===== config.mk =====
export PLATFORM = sky130hd
export DESIGN_NAME = usb_supply_seq
export DESIGN_NICKNAME = d
export VERILOG_FILES = /design/src/rtl/usb_seq_pkg.sv /design/src/rtl/usb_vbus_edge.sv /design/src/rtl/usb_settle_timer.sv /design/src/rtl/usb_irq_regs.sv /design/src/rtl/usb_supply_seq.sv
export SDC_FILE = /design/constraint.sdc
export NUM_CORES = 1
export LEC_CHECK = 0
export ABC_AREA = 1
export BUFFER_PORTS_ARGS = -buffer_cell sky130_fd_sc_hd__buf_2
export CAP_MARGIN = 30
export CORE_ASPECT_RATIO = 1.2
export CORE_MARGIN = 1
export CORE_UTILIZATION = 49
export CTS_CLUSTER_SIZE = 24
export DETAILED_ROUTE_END_ITERATION = 8
export MAX_ROUTING_LAYER = met4
export PLACE_DENSITY = 0.92
export RECOVER_POWER = 100
export SKIP_CTS_REPAIR_TIMING = 1
export SLEW_MARGIN = 40
export SYNTH_ARGS = -nofsm -noshare
export SYNTH_HDL_FRONTEND = slang
export SYNTH_SLANG_ARGS = --single-unit
export TNS_END_PERCENT = 10

===== constraint.sdc =====
create_clock -name clk -period 1.5 [get_ports clk]
set_input_delay 0.075 -clock clk [delete_from_list [all_inputs] [get_ports clk]]
set_output_delay 0.075 -clock clk [all_outputs]
set_load 0.01 [all_outputs]

===== src/rtl/usb_seq_pkg.sv =====
package usb_seq_pkg;
   typedef enum logic [2:0] {
      SEL_STATUS   = 3'd0,
      SEL_INTEN    = 3'd1,
      SEL_INTSET   = 3'd2,
      SEL_INTCLR   = 3'd3,
      SEL_FLAG_DET = 3'd4,
      SEL_FLAG_REM = 3'd5,
      SEL_FLAG_RDY = 3'd6,
      SEL_WAKE     = 3'd7
   } reg_sel_e;

   // Event / flag indices; flag k is read at select 4+k.
   localparam int EV_DET  = 0;
   localparam int EV_REM  = 1;
   localparam int EV_RDY  = 2;
   localparam int EV_WAKE = 3;
   localparam int NUM_IRQ_EV = 3;
   localparam int NUM_FLAGS  = 4;

   localparam int IE_LSB      = 7;
   localparam int ST_VBUS_BIT = 0;
   localparam int ST_RDY_BIT  = 1;
endpackage


===== src/rtl/usb_vbus_edge.sv =====
module usb_vbus_edge (
   input  logic clk,
   input  logic rst_n,
   input  logic vbus_valid_i,
   input  logic sys_off_i,
   output logic vbus_q_o,
   output logic ev_det_o,
   output logic ev_rem_o,
   output logic wake_req_o,
   output logic wake_set_o
);
   logic rise, fall;

   assign rise = vbus_valid_i & ~vbus_q_o;
   assign fall = ~vbus_valid_i & vbus_q_o;

   always_ff @(posedge clk or negedge rst_n) begin
      if (!rst_n) begin
         vbus_q_o   <= 1'b0;
         ev_det_o   <= 1'b0;
         ev_rem_o   <= 1'b0;
         wake_req_o <= 1'b0;
         wake_set_o <= 1'b0;
      end else begin
         vbus_q_o   <= vbus_valid_i;
         ev_det_o   <= rise;
         ev_rem_o   <= fall;
         wake_req_o <= sys_off_i & (wake_req_o | rise);
         wake_set_o <= sys_off_i & rise;
      end
   end

   p_detect_single_r2: assert property (@(posedge clk) disable iff (!rst_n)
      ev_det_o |=> !ev_det_o);
   p_detect_edge_r2: assert property (@(posedge clk) disable iff (!rst_n)
      ev_det_o |-> (vbus_q_o && !$past(vbus_q_o)));
   p_removed_edge_r3: assert property (@(posedge clk) disable iff (!rst_n)
      ev_rem_o |-> (!vbus_q_o && $past(vbus_q_o)));
   p_wake_needs_off_r11: assert property (@(posedge clk) disable iff (!rst_n)
      wake_req_o |-> $past(sys_off_i));
endmodule


===== src/rtl/usb_settle_timer.sv =====
module usb_settle_timer #(
   parameter int SETTLE_CYCLES = 16
) (
   input  logic clk,
   input  logic rst_n,
   input  logic usb_en_i,
   input  logic vbus_valid_i,
   output logic reg_en_o,
   output logic ready_o,
   output logic ev_ready_o
);
   localparam int CNT_W = $clog2(SETTLE_CYCLES + 1);
   localparam logic [CNT_W-1:0] LAST = CNT_W'(SETTLE_CYCLES - 1);

   if (SETTLE_CYCLES < 1) begin : g_bad_settle
      $error("SETTLE_CYCLES must be at least 1");
   end

   logic             en_next;
   logic [CNT_W-1:0] cnt;

   assign en_next = usb_en_i & vbus_valid_i;

   always_ff @(posedge clk or negedge rst_n) begin
      if (!rst_n) begin
         reg_en_o   <= 1'b0;
         ready_o    <= 1'b0;
         ev_ready_o <= 1'b0;
         cnt        <= '0;
      end else begin
         reg_en_o   <= en_next;
         ev_ready_o <= 1'b0;
         if (!en_next) begin
            cnt     <= '0;
            ready_o <= 1'b0;
         end else if (reg_en_o && !ready_o) begin
            if (cnt == LAST) begin
               cnt        <= '0;
               ready_o    <= 1'b1;
               ev_ready_o <= 1'b1;
            end else begin
               cnt <= cnt + 1'b1;
            end
         end
      end
   end

   p_ready_needs_en_r6: assert property (@(posedge clk) disable iff (!rst_n)
      ready_o |-> reg_en_o);
   p_ready_event_r5: assert property (@(posedge clk) disable iff (!rst_n)
      ev_ready_o |-> (ready_o && !$past(ready_o)));
   p_cnt_bound_r5: assert property (@(posedge clk) disable iff (!rst_n)
      cnt <= LAST);
   p_drop_clears_r6: assert property (@(posedge clk) disable iff (!rst_n)
      $fell(reg_en_o) |-> !ready_o);
endmodule


===== src/rtl/usb_irq_regs.sv =====
module usb_irq_regs
   import usb_seq_pkg::*;
#(
   parameter int DATA_W = 16
) (
   input  logic                  clk,
   input  logic                  rst_n,
   input  logic                  wr_i,
   input  logic [2:0]            sel_i,
   input  logic [DATA_W-1:0]     wdata_i,
   input  logic [NUM_FLAGS-1:0]  ev_i,
   input  logic [1:0]            status_i,
   output logic [DATA_W-1:0]     rdata_o,
   output logic [NUM_FLAGS-1:0]  flags_o,
   output logic                  irq_o
);
   reg_sel_e                sel;
   logic [NUM_IRQ_EV-1:0]   inten;
   logic [NUM_IRQ_EV-1:0]   wmask;

   assign sel   = reg_sel_e'(sel_i);
   assign wmask = wdata_i[IE_LSB +: NUM_IRQ_EV];

   always_ff @(posedge clk or negedge rst_n) begin
      if (!rst_n) begin
         inten <= '0;
      end else if (wr_i && sel == SEL_INTSET) begin
         inten <= inten | wmask;
      end else if (wr_i && sel == SEL_INTCLR) begin
         inten <= inten & ~wmask;
      end
   end

   for (genvar k = 0; k < NUM_FLAGS; k++) begin : g_flag
      logic clr;
      assign clr = wr_i && sel_i[2] && (sel_i[1:0] == 2'(k)) && !wdata_i[0];
      always_ff @(posedge clk or negedge rst_n) begin
         if (!rst_n)       flags_o[k] <= 1'b0;
         else if (ev_i[k]) flags_o[k] <= 1'b1;
         else if (clr)     flags_o[k] <= 1'b0;
      end
      p_flag_set_r9: assert property (@(posedge clk) disable iff (!rst_n)
         ev_i[k] |=> flags_o[k]);
   end

   assign irq_o = |(flags_o[NUM_IRQ_EV-1:0] & inten);

   always_comb begin
      rdata_o = '0;
      unique case (sel)
         SEL_STATUS: rdata_o[1:0] = status_i;
         SEL_INTEN:  rdata_o[IE_LSB +: NUM_IRQ_EV] = inten;
         SEL_FLAG_DET, SEL_FLAG_REM, SEL_FLAG_RDY, SEL_WAKE:
            rdata_o[0] = flags_o[sel_i[1:0]];
         default:    rdata_o = '0;
      endcase
   end

   p_inten_clr_r8: assert property (@(posedge clk) disable iff (!rst_n)
      (wr_i && sel == SEL_INTCLR && wdata_i[IE_LSB]) |=> !inten[0]);
   p_inten_set_r8: assert property (@(posedge clk) disable iff (!rst_n)
      (wr_i && sel == SEL_INTSET && wdata_i[IE_LSB+2]) |=> inten[2]);
   p_inten_hold_r8: assert property (@(posedge clk) disable iff (!rst_n)
      !(wr_i && (sel == SEL_INTSET || sel == SEL_INTCLR)) |=> $stable(inten));
endmodule


===== src/rtl/usb_supply_seq.sv =====
module usb_supply_seq
   import usb_seq_pkg::*;
#(
   parameter int SETTLE_CYCLES = 16,
   parameter int DATA_W        = 16
) (
   input  logic              clk,
   input  logic              rst_n,
   input  logic              vbus_valid_i,
   input  logic              usb_en_i,
   input  logic              sys_off_i,
   input  logic              reg_wr_i,
   input  logic [2:0]        reg_sel_i,
   input  logic [DATA_W-1:0] reg_wdata_i,
   output logic [DATA_W-1:0] reg_rdata_o,
   output logic              ev_detect_o,
   output logic              ev_removed_o,
   output logic              ev_ready_o,
   output logic              reg_en_o,
   output logic [1:0]        status_o,
   output logic              irq_o,
   output logic              wake_req_o,
   output logic              wake_vbus_o
);
   if (DATA_W < IE_LSB + NUM_IRQ_EV) begin : g_bad_width
      $error("DATA_W too narrow for the interrupt mask field");
   end

   logic                 vbus_q, ready, wake_set;
   logic [NUM_FLAGS-1:0] ev_vec, flags;

   usb_vbus_edge u_edge (
      .clk          (clk),
      .rst_n        (rst_n),
      .vbus_valid_i (vbus_valid_i),
      .sys_off_i    (sys_off_i),
      .vbus_q_o     (vbus_q),
      .ev_det_o     (ev_detect_o),
      .ev_rem_o     (ev_removed_o),
      .wake_req_o   (wake_req_o),
      .wake_set_o   (wake_set)
   );

   usb_settle_timer #(.SETTLE_CYCLES(SETTLE_CYCLES)) u_timer (
      .clk          (clk),
      .rst_n        (rst_n),
      .usb_en_i     (usb_en_i),
      .vbus_valid_i (vbus_valid_i),
      .reg_en_o     (reg_en_o),
      .ready_o      (ready),
      .ev_ready_o   (ev_ready_o)
   );

   assign status_o[ST_VBUS_BIT] = vbus_q;
   assign status_o[ST_RDY_BIT]  = ready;

   always_comb begin
      ev_vec          = '0;
      ev_vec[EV_DET]  = ev_detect_o;
      ev_vec[EV_REM]  = ev_removed_o;
      ev_vec[EV_RDY]  = ev_ready_o;
      ev_vec[EV_WAKE] = wake_set;
   end

   usb_irq_regs #(.DATA_W(DATA_W)) u_regs (
      .clk      (clk),
      .rst_n    (rst_n),
      .wr_i     (reg_wr_i),
      .sel_i    (reg_sel_i),
      .wdata_i  (reg_wdata_i),
      .ev_i     (ev_vec),
      .status_i (status_o),
      .rdata_o  (reg_rdata_o),
      .flags_o  (flags),
      .irq_o    (irq_o)
   );

   assign wake_vbus_o = flags[EV_WAKE];

   p_regen_needs_vbus_r4: assert property (@(posedge clk) disable iff (!rst_n)
      reg_en_o |-> status_o[ST_VBUS_BIT]);
   p_events_exclusive_r3: assert property (@(posedge clk) disable iff (!rst_n)
      !(ev_detect_o && ev_removed_o));
   p_wake_cause_r11: assert property (@(posedge clk) disable iff (!rst_n)
      $rose(wake_req_o) |=> wake_vbus_o);
endmodule


==> implementation parameters, run 1 <==
Parameter                              Value

Route
  Drt total wl    2070 um
  Via density    4.54
  Total number of vias    907
  Number of DRC markers after the initial detailed-route iteration    15
  DR DRC count    0
  Average wire per cell in the routed design    10.3 um
  Iteration count of the initial detailed-routing pass    4
  Antenna Nets Post-Route    0

Timing
  Final count of hold timing violations    0
  Slew headroom    30.2%
  Max Clock Skew    0.00508 ns
  Share of the cycle needed by the critical path after routing    83.7%
  Final number of setup-violating endpoints    0
  Final critical-path required period    1.25 ns
  Total negative setup slack    0 ns
  Max Fclk    797 MHz
  Transition time at the pin with the least slew margin    1.05 ns
  Final number of max-transition violations    0
  Setup repair after global routing missed its margin    false
  Fin worst setup slack    0.245 ns

Yosys
  Share of the yosys chip area belonging to registers    46.6%
  Proportion of netlist area held by the largest area contributor    46.6%
  Leading post-synthesis cells by cell area    sky130_fd_sc_hd__dfrtp_1 (47%), sky130_fd_sc_hd__nand2_1 (13%), sky130_fd_sc_hd__buf_4 (9.1%)
  Parity-gate share of the synthesized area counting xor and xnor cells    0%
  Average size of a mapped cell    7.73 um^2
  Most common flop cell mapped by yosys    sky130_fd_sc_hd__dfrtp_1
  Gate Count Post-Synth    139
  Post-synth EDFFs    0
  Largest area contributor in the netlist    sky130_fd_sc_hd__dfrtp_1
  Warnings from Yosys    0
  Post-Synth Simple-Gate Area    26.5%
  Post-synthesis cell type count    23
  Share of the synthesized area in compound gates (AO/OA/AOI/OAI)    6.05%
  Adder-cell share of the synthesized area    1.16%
  Netlist area before placement    1070 um^2
  Largest family of logic cells by synthesized area    simple AND/OR/NAND/NOR gates
  Ranking of synthesized cells by instance count    sky130_fd_sc_hd__nand2_1 (38), sky130_fd_sc_hd__inv_1 (24), sky130_fd_sc_hd__dfrtp_1 (20), sky130_fd_sc_hd__nor2_1 (14), sky130_fd_sc_hd__buf_4 (13)
  Async set or reset register ratio after synthesis    100%
  Number of synthesized register bits    20
  Most frequent cell after synthesis    sky130_fd_sc_hd__nand2_1
  Mux contribution to synthesized area    0%

Run
  Max_cap viols    0

Floorplanning
  Chip Height    53.3 um
  Number of ports placed on the die boundary    50
  Initial core utilization    51.9%
  Number of rows created at floorplan    18
  Die footprint    2390 um^2
  Die X-Extent    44.8 um
  Total core area    2070 um^2

Placed design
  Count of input and output buffers    26
  Standard cell area after detailed placement    1170 um^2
  Estimated wirelength of the detail-placed design    1630 um
  Placement Setup Slack    0.383 ns
  GP Congestion    0.862

Clock network
  Clock tree from TritonCTS    built
  TritonCTS Sinks    20
  Number of H-tree levels    1
  Bufs on Longest Clock Path    2
  Master cell of the clock root buffer    sky130_fd_sc_hd__clkbuf_4
  Total clock buffers created by CTS    3
  Clock slew at the register clock pins of the worst setup and hold paths    0.10 ns
  Worst skew pair latency    0.30 ns

Layout
  Area grow syn2layout    14.3%
  Area of all sequential standard cells    500 um^2
  Total area of multi-input combinational cells    402 um^2
  Number of nets in the layout    198
  Fill cell count    198
  Diodes inserted    0
  Fraction of layout cells with a size suffix above 1    10.6%
  Area of all placed cells without fillers    1230 um^2

Setup path
  Critical path fanouts, max    3
  Crit path DAT    1.18 ns
  Data required time of the critical path    1.42 ns
  Type of the worst setup path    flop to primary output
  Worst Setup Start Kind    flop
  Nature of the critical path endpoint    primary output

GRT
  Global-route total usage across every layer    19.3%
  First-pass GRT wire length    3110 um
  Met2 track demand over resource in global routing    36.3%
  Initial antenna violation count    0
  Number of global-route vias before repair    751
  Largest net degree at the start of global routing    21
  Met1 usage in global routing    17.6%
  Most crowded layer after global routing    met2
  Remaining Overflow, GRT    0
  Grt met3 use    4.10%

Pwr
  Post-layout power    1.02 mW
  Power density normalized to cell area    832 nW/um^2
  Maximum resistive drop on vdd    0.457 mV
  Static Leak    0.655 nW

Outcome
  Run status    complete, no violations

Worst hold path
  Path type of the worst min-delay path    primary input to flop
[cell usage in the layout, fill, tap and decap left out, types with 3 or more instances in the layout]
master,count
sky130_fd_sc_hd__nand2_1,39
sky130_fd_sc_hd__nand3_1,5
sky130_fd_sc_hd__inv_1,24
sky130_fd_sc_hd__buf_2,8
sky130_fd_sc_hd__nor2_1,14
sky130_fd_sc_hd__dfrtp_1,20
sky130_fd_sc_hd__clkbuf_4,3
sky130_fd_sc_hd__o21ai_0,6
sky130_fd_sc_hd__dlygate4sd3_1,6
sky130_fd_sc_hd__clkbuf_1,18
sky130_fd_sc_hd__conb_1,11
[routing by layer]
layer,share of wire [%],vias up
li1,-,459
met2,56,30
met1,38,413
met5,0,-
met3,3.7,5
met4,2.1,0
[report_power, final]
part	internal, mW	switching [mW]	leakage, nW	total, mW
Combinational	0.0639	0.117	0.388	0.181
Sequential	0.574	0.0213	0.253	0.596
Clock	0.0939	0.152	0.0138	0.246
Total	0.732	0.290	0.655	1.02
[worst max-delay path, stage by stage (launching register included)]
cell                       delay (ns)
sky130_fd_sc_hd__dfrtp_1         0.43
sky130_fd_sc_hd__inv_1           0.09
sky130_fd_sc_hd__nor3_1          0.18
sky130_fd_sc_hd__clkbuf_1        0.17
[final cells by class]
class | count | area share [%]
Timing Repair Buffer | 32 | 13.6
Tap cell | 30 | 3.05
Sequential cell | 20 | 40.7
Multi-Input combinational cell | 89 | 32.7
Inverter | 26 | 8.04
Clock buffer | 3 | 1.83
[path summary, 6_finish.rpt]
check | start | to | slack, ns | cells after the start
worst min-delay path | usb_en_i | u_timer.reg_en_o | 0.1 | 3
worst min register to register | u_edge.wake_set_o | u_regs.flags_o[3] | 0.46 | 2
min in group asynchronous | rst_n | u_timer.ev_ready_o | 0.47 | 2
max in group asynchronous | rst_n | u_regs.flags_o[0] | 0.40 | 2
worst max-delay path | u_timer.ready_o | reg_rdata_o[1] | 0.25 | 3
worst max register to register | u_timer.cnt[0] | u_timer.cnt[3] | 0.36 | 6
[cell families after synthesis]
logic type / Yosys count
AND/OR/NAND/NOR: 66
buffers and inverters: 40
flip-flops: 20
AO/OA/AOI/OAI: 11
adder cells (fa/ha/maj): 1
other: 1
[per-stage QoR]
stage          util (%)  hold slack, ns  std cells
3_3_place_gp       56.5          0.0341        191
6_report           59.3          0.0970        200
5_1_grt            59.3           0.124        200
2_1_floorplan         -          -0.221        149
3_5_place_dp       56.5          0.0409        191
4_1_cts            57.6          -0.302        194
No activity file was read; power rests on OpenSTA's default activity.
==> run 2, diff against run 1 <==
--- a/config.mk
+++ b/config.mk
@@ -10,11 +10,11 @@
 export CAP_MARGIN = 30
 export CORE_ASPECT_RATIO = 1.2
 export CORE_MARGIN = 1
-export CORE_UTILIZATION = 49
+export CORE_UTILIZATION = 41
 export CTS_CLUSTER_SIZE = 24
 export DETAILED_ROUTE_END_ITERATION = 8
 export MAX_ROUTING_LAYER = met4
-export PLACE_DENSITY = 0.92
+export PLACE_DENSITY = 0.84
 export RECOVER_POWER = 100
 export SKIP_CTS_REPAIR_TIMING = 1
 export SLEW_MARGIN = 40
==> constraint.sdc (replaced) <==
create_clock -name clk -period 1.1 [get_ports clk]
set_input_delay 0.055 -clock clk [delete_from_list [all_inputs] [get_ports clk]]
set_output_delay 0.055 -clock clk [all_outputs]
set_load 0.01 [all_outputs]
==> implementation parameters, run 2 (synthesized netlist as in run 1, its figures left out) <==
Parameter                              Value

GRT
  Met2 track demand over resource in global routing    24.2%
  Number of global-route vias before repair    777
  Remaining Overflow, GRT    0
  Grt met3 use    2.62%
  Initial antenna violation count    0
  Met1 usage in global routing    16.8%
  Most crowded layer after global routing    met2
  Largest net degree at the start of global routing    21
  Global-route total usage across every layer    14.7%
  First-pass GRT wire length    3100 um

Layout
  Most common cell after layout, fill and taps aside    sky130_fd_sc_hd__nand2_1
  Fill cell count    248
  Area grow syn2layout    17.2%
  Number of nets in the layout    199
  Highest-count cells in the layout ignoring fill and taps    sky130_fd_sc_hd__nand2_1 (39), sky130_fd_sc_hd__inv_1 (22), sky130_fd_sc_hd__dfrtp_1 (20)
  Diodes inserted    0
  Fraction of layout cells with a size suffix above 1    19.9%
  Total area of multi-input combinational cells    418 um^2
  Area of all sequential standard cells    500 um^2

Placed design
  GP Congestion    0.892
  Estimated wirelength of the detail-placed design    1500 um
  Placement Setup Slack    0.0674 ns
  Count of input and output buffers    26

Clock network
  Bufs on Longest Clock Path    2
  Number of H-tree levels    1
  TritonCTS Sinks    20
  Clock tree from TritonCTS    built
  Master cell of the clock root buffer    sky130_fd_sc_hd__clkbuf_4
  Worst skew pair latency    0.30 ns
  Total clock buffers created by CTS    3
  Clock slew at the register clock pins of the worst setup and hold paths    0.10 ns

Route
  DR DRC count    0
  Antenna Nets Post-Route    0
  Total number of vias    883
  Via density    4.37
  Drt total wl    1960 um
  Number of DRC markers after the initial detailed-route iteration    15
  Average wire per cell in the routed design    9.70 um
  Iteration count of the initial detailed-routing pass    4

Pwr
  Static Leak    0.686 nW
  Sequential group share of total power    57.7%
  Portion of total power attributed to the clock network    24.1%
  Switch Pwr    401 uW
  Combinational cell fraction of total power    18.3%
  Power density normalized to cell area    1120 nW/um^2
  Share of total power consumed by net switching    28.5%
  Post-layout power    1.41 mW
  Maximum resistive drop on vdd    0.666 mV
  Internal portion of total power    1.01 mW

Setup path
  Top cell by count, worst path    sky130_fd_sc_hd__nand2_1
  Crit path DAT    1.14 ns
  Worst Setup Start Kind    flop
  Critical path fanouts, max    3
  Data required time of the critical path    1.04 ns
  Peak per-stage delay on the critical path    0.41 ns
  Flop2flop setup slack    0.08 ns
  Startpoint of the worst register-to-register path    u_timer.cnt[0]
  Worst reg2reg path endpoint    u_timer.cnt[3]
  Type of the worst setup path    flop to primary output
  Depth of the most critical reg-to-reg path    6
  Crit-path slowest cell    sky130_fd_sc_hd__dfrtp_1
  Chain of cells forming the critical path    nand2_1 -> nand2_1 -> nand2_1 -> nand2_1 -> nand2_1 -> nand2_1 -> buf_2
  Nature of the critical path endpoint    primary output

Floorplanning
  Chip Height    58.1 um
  Die footprint    2830 um^2
  Number of ports placed on the die boundary    50
  Total core area    2380 um^2
  Initial core utilization    45.2%
  Number of rows created at floorplan    19
  Die X-Extent    48.7 um

Worst hold path
  Hold Crit Start    reg_wdata_i[7]
  Worst Hold Depth    3
  Path type of the worst min-delay path    primary input to flop

Timing
  Final number of setup-violating endpoints    4
  Final count of hold timing violations    1
  Max Fclk    837 MHz
  Share of the cycle needed by the critical path after routing    109%
  Fin worst setup slack    -0.0943 ns
  Final number of max-transition violations    0
  Final critical-path required period    1.19 ns
  Setup repair after global routing missed its margin    true
  Max Clock Skew    0.00271 ns
  Hold_ws    -0.0249 ns

Outcome
  Run status    finished, violations left
  Violated checks    hold timing, setup timing

Run
  Max_cap viols    0
## run 2: cell types whose count changed in the layout (fill, tap and decap cells not counted), sizes merged
cell,change
clkbuf,-4
dlygate4sd3,-1
inv,+1
buf,+6
clkinv,-1
## run 2: power groups by stage
stage          clock network [mW]  registers, mW  logic [mW]
2_1_floorplan                   0          0.826       0.172
3_3_place_gp                    0          0.823       0.237
3_5_place_dp                    0          0.826       0.242
4_1_cts                     0.345          0.811       0.243
5_1_grt                     0.379          0.819       0.294
6_report                    0.339          0.813       0.258
## run 2: final cells by class
class | instances | share of cell area (%)
clock buffer | 3 | 1.79
inverter | 26 | 7.75
multi-input combinational | 89 | 33.2
sequential | 20 | 39.7
tap | 31 | 3.08
timing repair buffer | 33 | 14.5
## run 2: per-stage QoR
step                area [um^2]  utilization (%)  instances  TNS (ns)
floorplan                  1110                -        149         0
global placement           1190             49.9        194         0
detailed placement         1190             49.9        194         0
CTS                        1210             50.9        197    -0.194
global route               1260             53.0        202    -0.530
finish                     1260             53.0        202    -0.118
## run 2: how the worst max path moves through the flow
stage	endpoint	startpoint	slack (ns)	cells after the start
detailed placement	u_timer.cnt[3]	u_timer.cnt[0]	0.07	6
global route	reg_rdata_o[0]	u_regs.flags_o[2]	-0.20	7
global placement	u_timer.cnt[0]	u_timer.cnt[0]	0.08	6
finish	reg_rdata_o[0]	u_regs.flags_o[3]	-0.09	7
CTS	reg_rdata_o[0]	u_regs.flags_o[2]	-0.1	7
floorplan	u_timer.cnt[0]	u_timer.cnt[0]	0.08	6
## run 2: metal layers
| layer | part of all wire [%] | routed length [um] | up-vias |
|---|---|---|---|
| li1 | - | - | 457 |
| met1 | 44 | 861 | 385 |
| met2 | 48 | 932 | 36 |
| met3 | 6.3 | 123 | 5 |
| met4 | 2.1 | 42 | 0 |
| met5 | 0 | 0 | - |
## run 2: critical path: cells and delay by family (launching register included)
family        cells  cell delay, ns
flops             1            0.41
simple gates      6            0.32
buf+inv           1            0.13
